File: src/rtl/lss_pkg.sv
package lss_pkg;

   typedef enum logic {
      SEQ_IDLE = 1'b0,
      SEQ_RUN  = 1'b1
   } seq_state_t;

   // width of a signed total able to hold np terms of an unsigned aw-bit value
   function automatic int total_bits(input int aw, input int np);
      return aw + $clog2(np) + 1;
   endfunction

endpackage

File: src/rtl/label_ring.sv
module label_ring #(
   parameter int NUM_PAT = 8
) (
   input  logic clk,
   input  logic rst_n,
   input  logic ld_en,     // take the external bit in at the top
   input  logic rot_en,    // recirculate the head bit to the top
   input  logic din_bit,
   input  logic pass_go,   // snapshot for the realignment check
   input  logic pass_fin,
   output logic head_bit
);

   logic [NUM_PAT-1:0] ring_q;
   logic [NUM_PAT-1:0] snap_q;
   logic               top_in;

   assign top_in   = ld_en ? din_bit : ring_q[0];
   assign head_bit = ring_q[0];

   always_ff @(posedge clk or negedge rst_n) begin
      if (!rst_n) begin
         ring_q <= '0;
      end else if (ld_en || rot_en) begin
         ring_q <= {top_in, ring_q[NUM_PAT-1:1]};
      end
   end

   always_ff @(posedge clk or negedge rst_n) begin
      if (!rst_n) begin
         snap_q <= '0;
      end else if (pass_go) begin
         snap_q <= ring_q;
      end
   end

   // a full pass brings the labels back to where they started
   p_ring_realign_r8: assert property (@(posedge clk) disable iff (!rst_n)
      pass_fin |-> ring_q == snap_q);

   // loading and rotation never happen together
   p_ld_rot_excl_r3: assert property (@(posedge clk) disable iff (!rst_n)
      !(ld_en && rot_en));

endmodule

File: src/rtl/pass_seq.sv
module pass_seq
   import lss_pkg::*;
#(
   parameter int NUM_PAT = 8
) (
   input  logic clk,
   input  logic rst_n,
   input  logic start,
   output logic go,       // accepted start, clears the total
   output logic step_en,  // one pattern consumed this cycle
   output logic done
);

   localparam int CNT_W = $clog2(NUM_PAT + 1);
   localparam logic [CNT_W-1:0] LAST = CNT_W'(NUM_PAT - 1);

   seq_state_t       st_q;
   logic [CNT_W-1:0] cnt_q;
   logic             done_q;
   logic [CNT_W-1:0] chk_q;

   assign go      = start && (st_q == SEQ_IDLE);
   assign step_en = (st_q == SEQ_RUN);
   assign done    = done_q;

   always_ff @(posedge clk or negedge rst_n) begin
      if (!rst_n) begin
         st_q   <= SEQ_IDLE;
         cnt_q  <= '0;
         done_q <= 1'b0;
      end else begin
         done_q <= 1'b0;
         if (go) begin
            st_q  <= SEQ_RUN;
            cnt_q <= '0;
         end else if (step_en) begin
            if (cnt_q == LAST) begin
               st_q   <= SEQ_IDLE;
               done_q <= 1'b1;
            end
            cnt_q <= cnt_q + 1'b1;
         end
      end
   end

   // independent count of consumed patterns for the length check
   always_ff @(posedge clk or negedge rst_n) begin
      if (!rst_n) begin
         chk_q <= '0;
      end else if (go) begin
         chk_q <= '0;
      end else if (step_en) begin
         chk_q <= chk_q + 1'b1;
      end
   end

   // the strobe lasts one cycle
   p_done_pulse_r5: assert property (@(posedge clk) disable iff (!rst_n)
      done |=> !done);

   // done follows exactly NUM_PAT consumed patterns
   p_pass_len_r5: assert property (@(posedge clk) disable iff (!rst_n)
      done |-> chk_q == CNT_W'(NUM_PAT));

   // a start during a pass does not cut it short
   p_start_ignored_r9: assert property (@(posedge clk) disable iff (!rst_n)
      step_en && start && (chk_q < CNT_W'(NUM_PAT - 1)) |=> step_en);

endmodule

File: src/rtl/signed_pick.sv
module signed_pick #(
   parameter int ALPHA_W   = 12,
   parameter int TOT_W     = 16,
   parameter int NEG_STYLE = 1   // 1: explicit invert-plus-one, 0: arithmetic minus
) (
   input  logic [ALPHA_W-1:0] alpha,
   input  logic               plus,
   output logic [TOT_W-1:0]   term
);

   logic [TOT_W-1:0] ext;
   logic [TOT_W-1:0] neg;

   assign ext = {{(TOT_W - ALPHA_W){1'b0}}, alpha};

   generate
      if (NEG_STYLE == 1) begin : g_inv
         assign neg = ~ext + TOT_W'(1);
      end else begin : g_sub
         assign neg = TOT_W'(0) - ext;
      end
   endgenerate

   assign term = plus ? ext : neg;

endmodule

File: src/rtl/total_acc.sv
module total_acc #(
   parameter int TOT_W = 16
) (
   input  logic             clk,
   input  logic             rst_n,
   input  logic             clr,
   input  logic             en,
   input  logic [TOT_W-1:0] term,
   output logic [TOT_W-1:0] total
);

   always_ff @(posedge clk or negedge rst_n) begin
      if (!rst_n) begin
         total <= '0;
      end else if (clr) begin
         total <= '0;
      end else if (en) begin
         total <= total + term;
      end
   end

endmodule

File: src/rtl/label_sum_sign.sv
module label_sum_sign
   import lss_pkg::*;
#(
   parameter int NUM_PAT   = 8,
   parameter int ALPHA_W   = 12,
   parameter int NEG_STYLE = 1
) (
   input  logic               clk,
   input  logic               rst_n,
   input  logic               lbl_sin,
   input  logic               lbl_shift,
   input  logic               lbl_load,
   input  logic               start,
   input  logic [ALPHA_W-1:0] alpha,
   output logic               sign_o,
   output logic               zero_o,
   output logic               done_o
);

   localparam int TOT_W = total_bits(ALPHA_W, NUM_PAT);

   initial begin
      assert (NUM_PAT >= 2) else $error("NUM_PAT must be at least 2");
      assert (ALPHA_W >= 1) else $error("ALPHA_W must be at least 1");
      assert (NEG_STYLE == 0 || NEG_STYLE == 1) else $error("NEG_STYLE must be 0 or 1");
   end

   logic             go;
   logic             step_en;
   logic             done;
   logic             head;
   logic             ld_en;
   logic             rot_en;
   logic [TOT_W-1:0] term;
   logic [TOT_W-1:0] total;

   assign ld_en  = lbl_shift && lbl_load && !step_en;
   assign rot_en = step_en || (lbl_shift && !lbl_load && !step_en);

   pass_seq #(.NUM_PAT(NUM_PAT)) u_seq (
      .clk     (clk),
      .rst_n   (rst_n),
      .start   (start),
      .go      (go),
      .step_en (step_en),
      .done    (done)
   );

   label_ring #(.NUM_PAT(NUM_PAT)) u_ring (
      .clk      (clk),
      .rst_n    (rst_n),
      .ld_en    (ld_en),
      .rot_en   (rot_en),
      .din_bit  (lbl_sin),
      .pass_go  (go),
      .pass_fin (done),
      .head_bit (head)
   );

   signed_pick #(.ALPHA_W(ALPHA_W), .TOT_W(TOT_W), .NEG_STYLE(NEG_STYLE)) u_pick (
      .alpha (alpha),
      .plus  (head),
      .term  (term)
   );

   total_acc #(.TOT_W(TOT_W)) u_acc (
      .clk   (clk),
      .rst_n (rst_n),
      .clr   (go),
      .en    (step_en),
      .term  (term),
      .total (total)
   );

   assign sign_o = total[TOT_W-1];
   assign zero_o = (total == '0);
   assign done_o = done;

   // adding a non-negative term to a non-negative total never flips the sign
   p_no_overflow_pos_r7: assert property (@(posedge clk) disable iff (!rst_n)
      step_en && !go && !term[TOT_W-1] && !total[TOT_W-1] |=> !sign_o);

   // likewise for negative plus negative
   p_no_overflow_neg_r7: assert property (@(posedge clk) disable iff (!rst_n)
      step_en && !go && term[TOT_W-1] && total[TOT_W-1] |=> sign_o);

   // zero and negative are exclusive
   p_zero_not_neg_r6: assert property (@(posedge clk) disable iff (!rst_n)
      zero_o |-> !sign_o);

   // outside a pass the reported result holds
   p_result_hold_r6: assert property (@(posedge clk) disable iff (!rst_n)
      !step_en && !go |=> $stable(sign_o) && $stable(zero_o));

endmodule

File: config.mk
export PLATFORM = sky130hd
export DESIGN_NAME = label_sum_sign
export DESIGN_NICKNAME = d
export VERILOG_FILES = /design/src/rtl/lss_pkg.sv /design/src/rtl/label_ring.sv /design/src/rtl/pass_seq.sv /design/src/rtl/signed_pick.sv /design/src/rtl/total_acc.sv /design/src/rtl/label_sum_sign.sv
export SDC_FILE = /design/constraint.sdc
export NUM_CORES = 1
export LEC_CHECK = 0
export BUFFER_PORTS_ARGS = -buffer_cell sky130_fd_sc_hd__clkbuf_2
export CAP_MARGIN = 20
export CORE_UTILIZATION = 59
export DETAILED_ROUTE_END_ITERATION = 10
export PLACE_DENSITY_LB_ADDON = 0.08
export SYNTH_ARGS = -nofsm -noshare
export SYNTH_HDL_FRONTEND = slang
export SYNTH_SLANG_ARGS = --single-unit
File: constraint.sdc
create_clock -name clk -period 3.2 [get_ports clk]
set_input_delay 0 -clock clk [delete_from_list [all_inputs] [get_ports clk]]
set_output_delay 0 -clock clk [all_outputs]
set_load 0.1 [all_outputs]
==> results.ini, run 1 <==
[worst_setup_path]
path_cells = mux2_2, inv_1, fa_1, nand2b_1, a21oi_1, o21ai_1, and4_1, a2111o_1
cpPeakStageDelay_ps = 660
startpoint_type = flop
crit_family = compound AO/OA/AOI/OAI gates
required_ps = 3370
cp_max_fo = 16
critPathKind = flop to flop
end_kind = flop
cp.arrival_ps = 2930
cp_slowest_cell = dfrtp_1
crit_buf_inv = 1

[placement]
pre_cts_slack_ps = 439
place_hpwl_mm = 3.71
io_buffer_count = 20
post_dp_cell_area_sq_mm = 0.00239
place_congestion = 0.885

[timing]
setup_ws_ps = 442
drv_slew = 0
finalSetupTns_ps = 0
fin_crit_sh_pct = 86.2
tightest_slew_ps = 742
fmax_mhz = 363
hold_viol_final = 0
timing.final.crit_period_ps = 2760
setup_violations = 0
slew_headroom_pct = 50.5
skew_ps = 9.91
rsz0062_at_grt = false

[power]
p_clk_share_pct = 10.8
powerDensity_mw_per_mm2 = 1210
power_leakage_nw = 1.12
switchingPower_mw = 1.44
ir_worst_vdd_uv = 665
total_power_mw = 3.03
p_int_mw = 1.58
seq_power_share_pct = 26.0
pwr-share-comb_pct = 63.2
switching_share_pct = 47.7

[cts]
cts_tree = built
path_clk_slew_ps = 60
cts_sinks = 30
post_cts_buffers = 0
clk_latency_ps = 300
clockBufferDepth = 2
cts_made_buffers = 5
clock-root-buffer = clkbuf_8
htreeDepth = 2

[logic_synthesis]
ys_seq_area_share_pct = 33.2
synth_cells = 249
netlist_area_sq_mm = 0.00226
synth_cell_types = 47
yosys_warnings = 0
avgSynthCellArea_sq_um = 9.07
synthFlopType = dfrtp_1
ys_ff_latch = 30
async_flop_share_pct = 100
synth_nets = 288
synth_edf_count = 0

[global_route]
grt_pass1_wl_mm = 8.63
grt_max_degree = 31
grt.total_usage_pct = 28.0
grt_antenna_before_repair = 0
grt_pass1_vias = 1847
grt-ovfl-total = 0

[die]
start_util_pct = 61.7
die_y_microns = 63.9
ios = 21
dieWidth_microns = 63.9
core.rowCount = 22
die-area_sq_mm = 0.00408
core_area_sq_mm = 0.00366

[cells_and_area]
n_antenna_cell = 0
final_common_cell = dfrtp_1
fin_nets = 310
final_cell_mix = 30 x dfrtp_1, 25 x nand2_1, 20 x a21oi_1, 20 x ha_1, 20 x clkbuf_2
syn2layout_area_growth_pct = 10.9
design_area_sq_mm = 0.00250
drive_gt1_share_pct = 16.2

[min_path]
hp-class = input pin to flop

[route]
drc = 0
drt_iter0_drc = 114
dr.pass1.iters = 4
finalWirelength_mm = 5.04
post_drt_wl_per_cell_microns = 15.7
vias = 1941
avgViaCountPerCell = 6.07
ant_nets = 0

[run]
drv_cap = 0

[outcome]
status = finished, final reports clean

-- cell usage after synthesis, drive strengths merged (6+ instances only) --
cell | instances | area, sq um
mux2 | 8 | 90.1
xnor2 | 6 | 52.6
a21oi | 22 | 118
nor2 | 16 | 60.1
nor4 | 6 | 50.0
clkbuf | 7 | 26.3
o21ai | 17 | 88.8
xor2 | 11 | 96.3
dfrtp | 30 | 751
nand2 | 25 | 93.8
ha | 20 | 250
inv | 10 | 37.5
-- layout make-up --
| class | instances | area [sq um] |
|---|---|---|
| inverters | 10 | 37.5 |
| flip-flops and latches | 30 | 751 |
| fillers | 297 | 1160 |
| clock inverters | 2 | 12.5 |
| multi-input cells | 201 | 1430 |
| clock buffers | 6 | 82.6 |
| repair buffers | 23 | 128 |
| well taps | 48 | 60.1 |
-- flip-flops by register name, summed over array words and instances, names as in the netlist --
register / flops
u_acc.total: 16
u_ring.ring_q: 8
u_seq.cnt_q: 4
u_seq.done: 1
u_seq.step_en: 1
-- worst register-to-register path: stages, from the launching register on --
cell and delay [ps]:
dfrtp_1 660, mux2_2 280, inv_1 60, fa_1 400, nand2b_1 190, a21oi_1 220
o21ai_1 230, and4_1 260, a2111o_1 340
-- power groups by stage --
stage               sequential [mW]  combinational, mW  clock (mW)
floorplan                     0.761               1.53           0
global placement              0.783               1.85           0
detailed placement            0.789               1.87           0
CTS                           0.782               1.90       0.337
global route                  0.809               2.15       0.348
finish                        0.788               1.91       0.327
-- cells by family after synthesis --
group	count (synthesis)	share of synthesized area [%]
muxes	9	4.43
buffers and inverters	18	3.32
and+or+nand+nor	81	18.6
xor gates and xnor gates	17	6.59
adders and majority gates	21	12.0
AOI/OAI and AO/OA	73	21.9
DFF	30	33.2
-- layer usage --
layer | up-vias | wire length [microns] | GRT usage [%]
met5 | - | 0 | 0
li1 | 969 | - | -
met1 | 920 | 2350 | 37.8
met2 | 46 | 2310 | 43.6
met3 | 6 | 302 | 6.07
met4 | 0 | 71 | 11.1
-- final timing paths --
kind | from | to | slack, ps | depth (start not counted)
worst max-delay path | u_ring.ring_q[0]$_DFFE_PN0P_ | u_acc.total[14]$_DFFE_PN0P_ | 440 | 8
worst min-delay path | lbl_load | u_ring.ring_q[7]$_DFFE_PN0P_ | 40 | 3
worst max register to register | u_ring.ring_q[0]$_DFFE_PN0P_ | u_acc.total[14]$_DFFE_PN0P_ | 440 | 8
worst min register to register | u_ring.ring_q[5]$_DFFE_PN0P_ | u_ring.ring_q[5]$_DFFE_PN0P_ | 510 | 1
max in group asynchronous | rst_n | u_acc.total[14]$_DFFE_PN0P_ | 2410 | 2
min in group asynchronous | rst_n | u_acc.total[8]$_DFFE_PN0P_ | 310 | 2
-- per-stage QoR --
stage | cells | hold WS [ps] | utilization, %
6_report | 320 | 44.4 | 68.4
5_1_grt | 320 | 80.3 | 68.4
4_1_cts | 320 | 52.0 | 68.4
3_5_place_dp | 310 | 102 | 65.2
3_3_place_gp | 310 | 106 | 65.2
2_1_floorplan | 249 | -296 | -
-- timing repair --
item / in CTS / in global routing
gates resized for setup: 0 / 0
endpoints found under the setup margin: 0 / 0
hold buffers: 2 / 0
hold endpoints to repair: 31 / 0
Note: power is estimated with default switching activity, not from simulation.
==> inputs of run 2 (changes only) <==
--- a/config.mk
+++ b/config.mk
@@ -7,7 +7,10 @@
 export LEC_CHECK = 0
 export BUFFER_PORTS_ARGS = -buffer_cell sky130_fd_sc_hd__clkbuf_2
 export CAP_MARGIN = 20
-export CORE_UTILIZATION = 59
+export CELL_PAD_IN_SITES_DETAIL_PLACEMENT = 1
+export CELL_PAD_IN_SITES_GLOBAL_PLACEMENT = 1
+export CORE_UTILIZATION = 46
+export CTS_CLUSTER_SIZE = 8
 export DETAILED_ROUTE_END_ITERATION = 10
 export PLACE_DENSITY_LB_ADDON = 0.08
 export SYNTH_ARGS = -nofsm -noshare
==> results.ini, run 2 (synthesis results as in run 1) <==
[outcome]
status = finished, final reports clean

[cts]
cts_sinks = 30  ; unchanged
clock-root-buffer = clkbuf_8
htreeDepth = 2  ; unchanged
clk_latency_ps = 280  ; -20 ps
cts_tree = built
path_clk_slew_ps = 70  ; about the same
post_cts_buffers = 0  ; unchanged
clockBufferDepth = 2  ; unchanged
cts_made_buffers = 5  ; unchanged

[die]
dieWidth_microns = 72.1  ; +13%
start_util_pct = 47.8  ; -14 points
ios = 21  ; unchanged
core_area_sq_mm = 0.00472  ; +29%
die_y_microns = 72.1  ; +13%
core.rowCount = 25  ; +14%
die-area_sq_mm = 0.00519  ; +27%

[route]
drt_iter0_drc = 68  ; -40%
drc = 0  ; unchanged
post_drt_wl_per_cell_microns = 17.4  ; +10%
dr.pass1.iters = 4  ; unchanged
avgViaCountPerCell = 5.86  ; -3.5%
finalWirelength_mm = 5.90  ; +17%
ant_nets = 0  ; unchanged
vias = 1985  ; +2.3%

[timing]
setup_violations = 0  ; unchanged
fin_crit_sh_pct = 87.1  ; +0.91 points
drv_slew = 0  ; unchanged
finalSetupTns_ps = 0  ; unchanged
skew_ps = 5.64  ; -4.27 ps
rsz0062_at_grt = false
fmax_mhz = 359  ; -1.0%
slew_headroom_pct = 47.3  ; -3.2 points
hold_viol_final = 0  ; unchanged
tightest_slew_ps = 790  ; +47.8 ps
timing.final.crit_period_ps = 2790  ; +29.1 ps

[cells_and_area]
top_regs = u_acc.total (16), u_ring.ring_q (8), u_seq.cnt_q (4)
fillers = 588  ; +98%
finalCoreUtilization_pct = 53.5  ; -15 points
final_cell_mix = 30 x dfrtp_1, 25 x nand2_1, 20 x a21oi_1, 20 x ha_1, 20 x clkbuf_2
largest_reg_flops = 16  ; unchanged
n_antenna_cell = 0  ; unchanged
fin_nets = 310  ; unchanged
syn2layout_area_growth_pct = 11.9
drive_gt1_share_pct = 16.2  ; unchanged
final_common_cell = dfrtp_1
largest-register = u_acc.total

[placement]
io_buffer_count = 20  ; unchanged
place_hpwl_mm = 4.51  ; +22%
place_congestion = 0.870  ; -1.6%

[global_route]
grt_pass1_vias = 2061  ; +12%
grt.total_usage_pct = 25.3  ; -2.8 points
grt_pass1_wl_mm = 9.97  ; +16%
grt_antenna_before_repair = 0  ; unchanged
grt-ovfl-total = 0  ; unchanged
grt_max_degree = 31  ; unchanged

[power]
p_clk_share_pct = 10.6  ; -0.2 points
powerDensity_mw_per_mm2 = 1210  ; +0.31%
seq_power_share_pct = 26.0  ; about the same
power_leakage_nw = 1.12  ; unchanged
switchingPower_mw = 1.48  ; +2.3%
ir_worst_vdd_uv = 559  ; -16%
pwr-share-comb_pct = 63.5  ; +0.3 points
switching_share_pct = 48.2  ; +0.51 points
p_int_mw = 1.59  ; +0.28%

[run]
drv_cap = 0  ; unchanged

[worst_setup_path]
cp_max_fo = 16  ; unchanged
cp_slowest_cell = dfrtp_1
critPathKind = flop to flop
cpPeakStageDelay_ps = 680  ; +20 ps
path_depth = 8  ; unchanged
required_ps = 3370  ; about the same
path_cells = mux2_2, inv_1, fa_1, nand2b_1, a21oi_1, o21ai_1, and4_1, a2111o_1
end_kind = flop
startpoint_type = flop
reg2reg_depth = 8  ; unchanged
crit_buf_inv = 1  ; unchanged
crit_family = compound AO/OA/AOI/OAI gates
cp.arrival_ps = 2960  ; +30 ps

[min_path]
hold_path_depth = 3  ; unchanged
hp-class = input pin to flop

run 2: cell counts in the layout (fill, tap and decap cells not counted):
No cell type changed its count.
run 2: layer usage:
layer	vias up	part of all wire (%)	track usage [%]
met2	30	48	42.9
li1	972	-	-
met4	0	1.2	5.88
met5	-	0	0
met1	976	49	33.9
met3	7	2.2	3.75
run 2: cell type report:
| type | count | area (sq um) | area share, % |
|---|---|---|---|
| Clock inverter | 2 | 12.5 | 0.495 |
| Multi-Input combinational cell | 201 | 1430 | 56.7 |
| Timing Repair Buffer | 23 | 128 | 5.05 |
| Inverter | 10 | 37.5 | 1.49 |
| Sequential cell | 30 | 751 | 29.7 |
| Clock buffer | 6 | 82.6 | 3.27 |
| Tap cell | 67 | 83.8 | 3.32 |
run 2: final timing paths:
| check | slack (ps) | endpoint | start |
|---|---|---|---|
| min reg2reg | 500 | u_ring.ring_q[0]$_DFFE_PN0P_ | u_ring.ring_q[1]$_DFFE_PN0P_ |
| min in group asynchronous | 330 | u_acc.total[8]$_DFFE_PN0P_ | rst_n |
| min | 60 | u_ring.ring_q[7]$_DFFE_PN0P_ | lbl_sin |
| max | 410 | u_acc.total[14]$_DFFE_PN0P_ | u_ring.ring_q[0]$_DFFE_PN0P_ |
| max reg2reg | 410 | u_acc.total[14]$_DFFE_PN0P_ | u_ring.ring_q[0]$_DFFE_PN0P_ |
| max in group asynchronous | 2360 | u_acc.total[7]$_DFFE_PN0P_ | rst_n |
run 2: worst register-to-register path, delay by kind of cell (launching register included):
family,cells,cell delay [ps]
muxes,1,280
and+or+nand+nor,2,470
DFF,1,680
AOI/OAI and AO/OA,3,800
adders and majority gates,1,410
buffers and inverters,1,60
run 2: repair_timing:
action,in CTS,in global routing
hold endpoints to repair,31,0
hold buffers,2,0
resized for setup,0,0
run 2: power by group through the flow:
stage | clock network, mW | logic [mW] | registers [mW]
2_1_floorplan | 0 | 1.53 | 0.761
3_3_place_gp | 0 | 1.88 | 0.796
3_5_place_dp | 0 | 1.92 | 0.804
4_1_cts | 0.334 | 1.95 | 0.798
5_1_grt | 0.352 | 2.20 | 0.818
6_report | 0.325 | 1.95 | 0.796
run 2: per-stage QoR:
step | power (mW) | std cells | worst slack [ps] | cell area, sq um | hold WS [ps]
2_1_floorplan | 2.29 | 249 | 583 | 2260 | -296
3_3_place_gp | 2.68 | 329 | 447 | 2410 | 126
3_5_place_dp | 2.73 | 329 | 363 | 2410 | 130
4_1_cts | 3.08 | 339 | 429 | 2530 | 60.8
5_1_grt | 3.37 | 339 | 240 | 2530 | 63.9
6_report | 3.07 | 339 | 412 | 2530 | 61.9
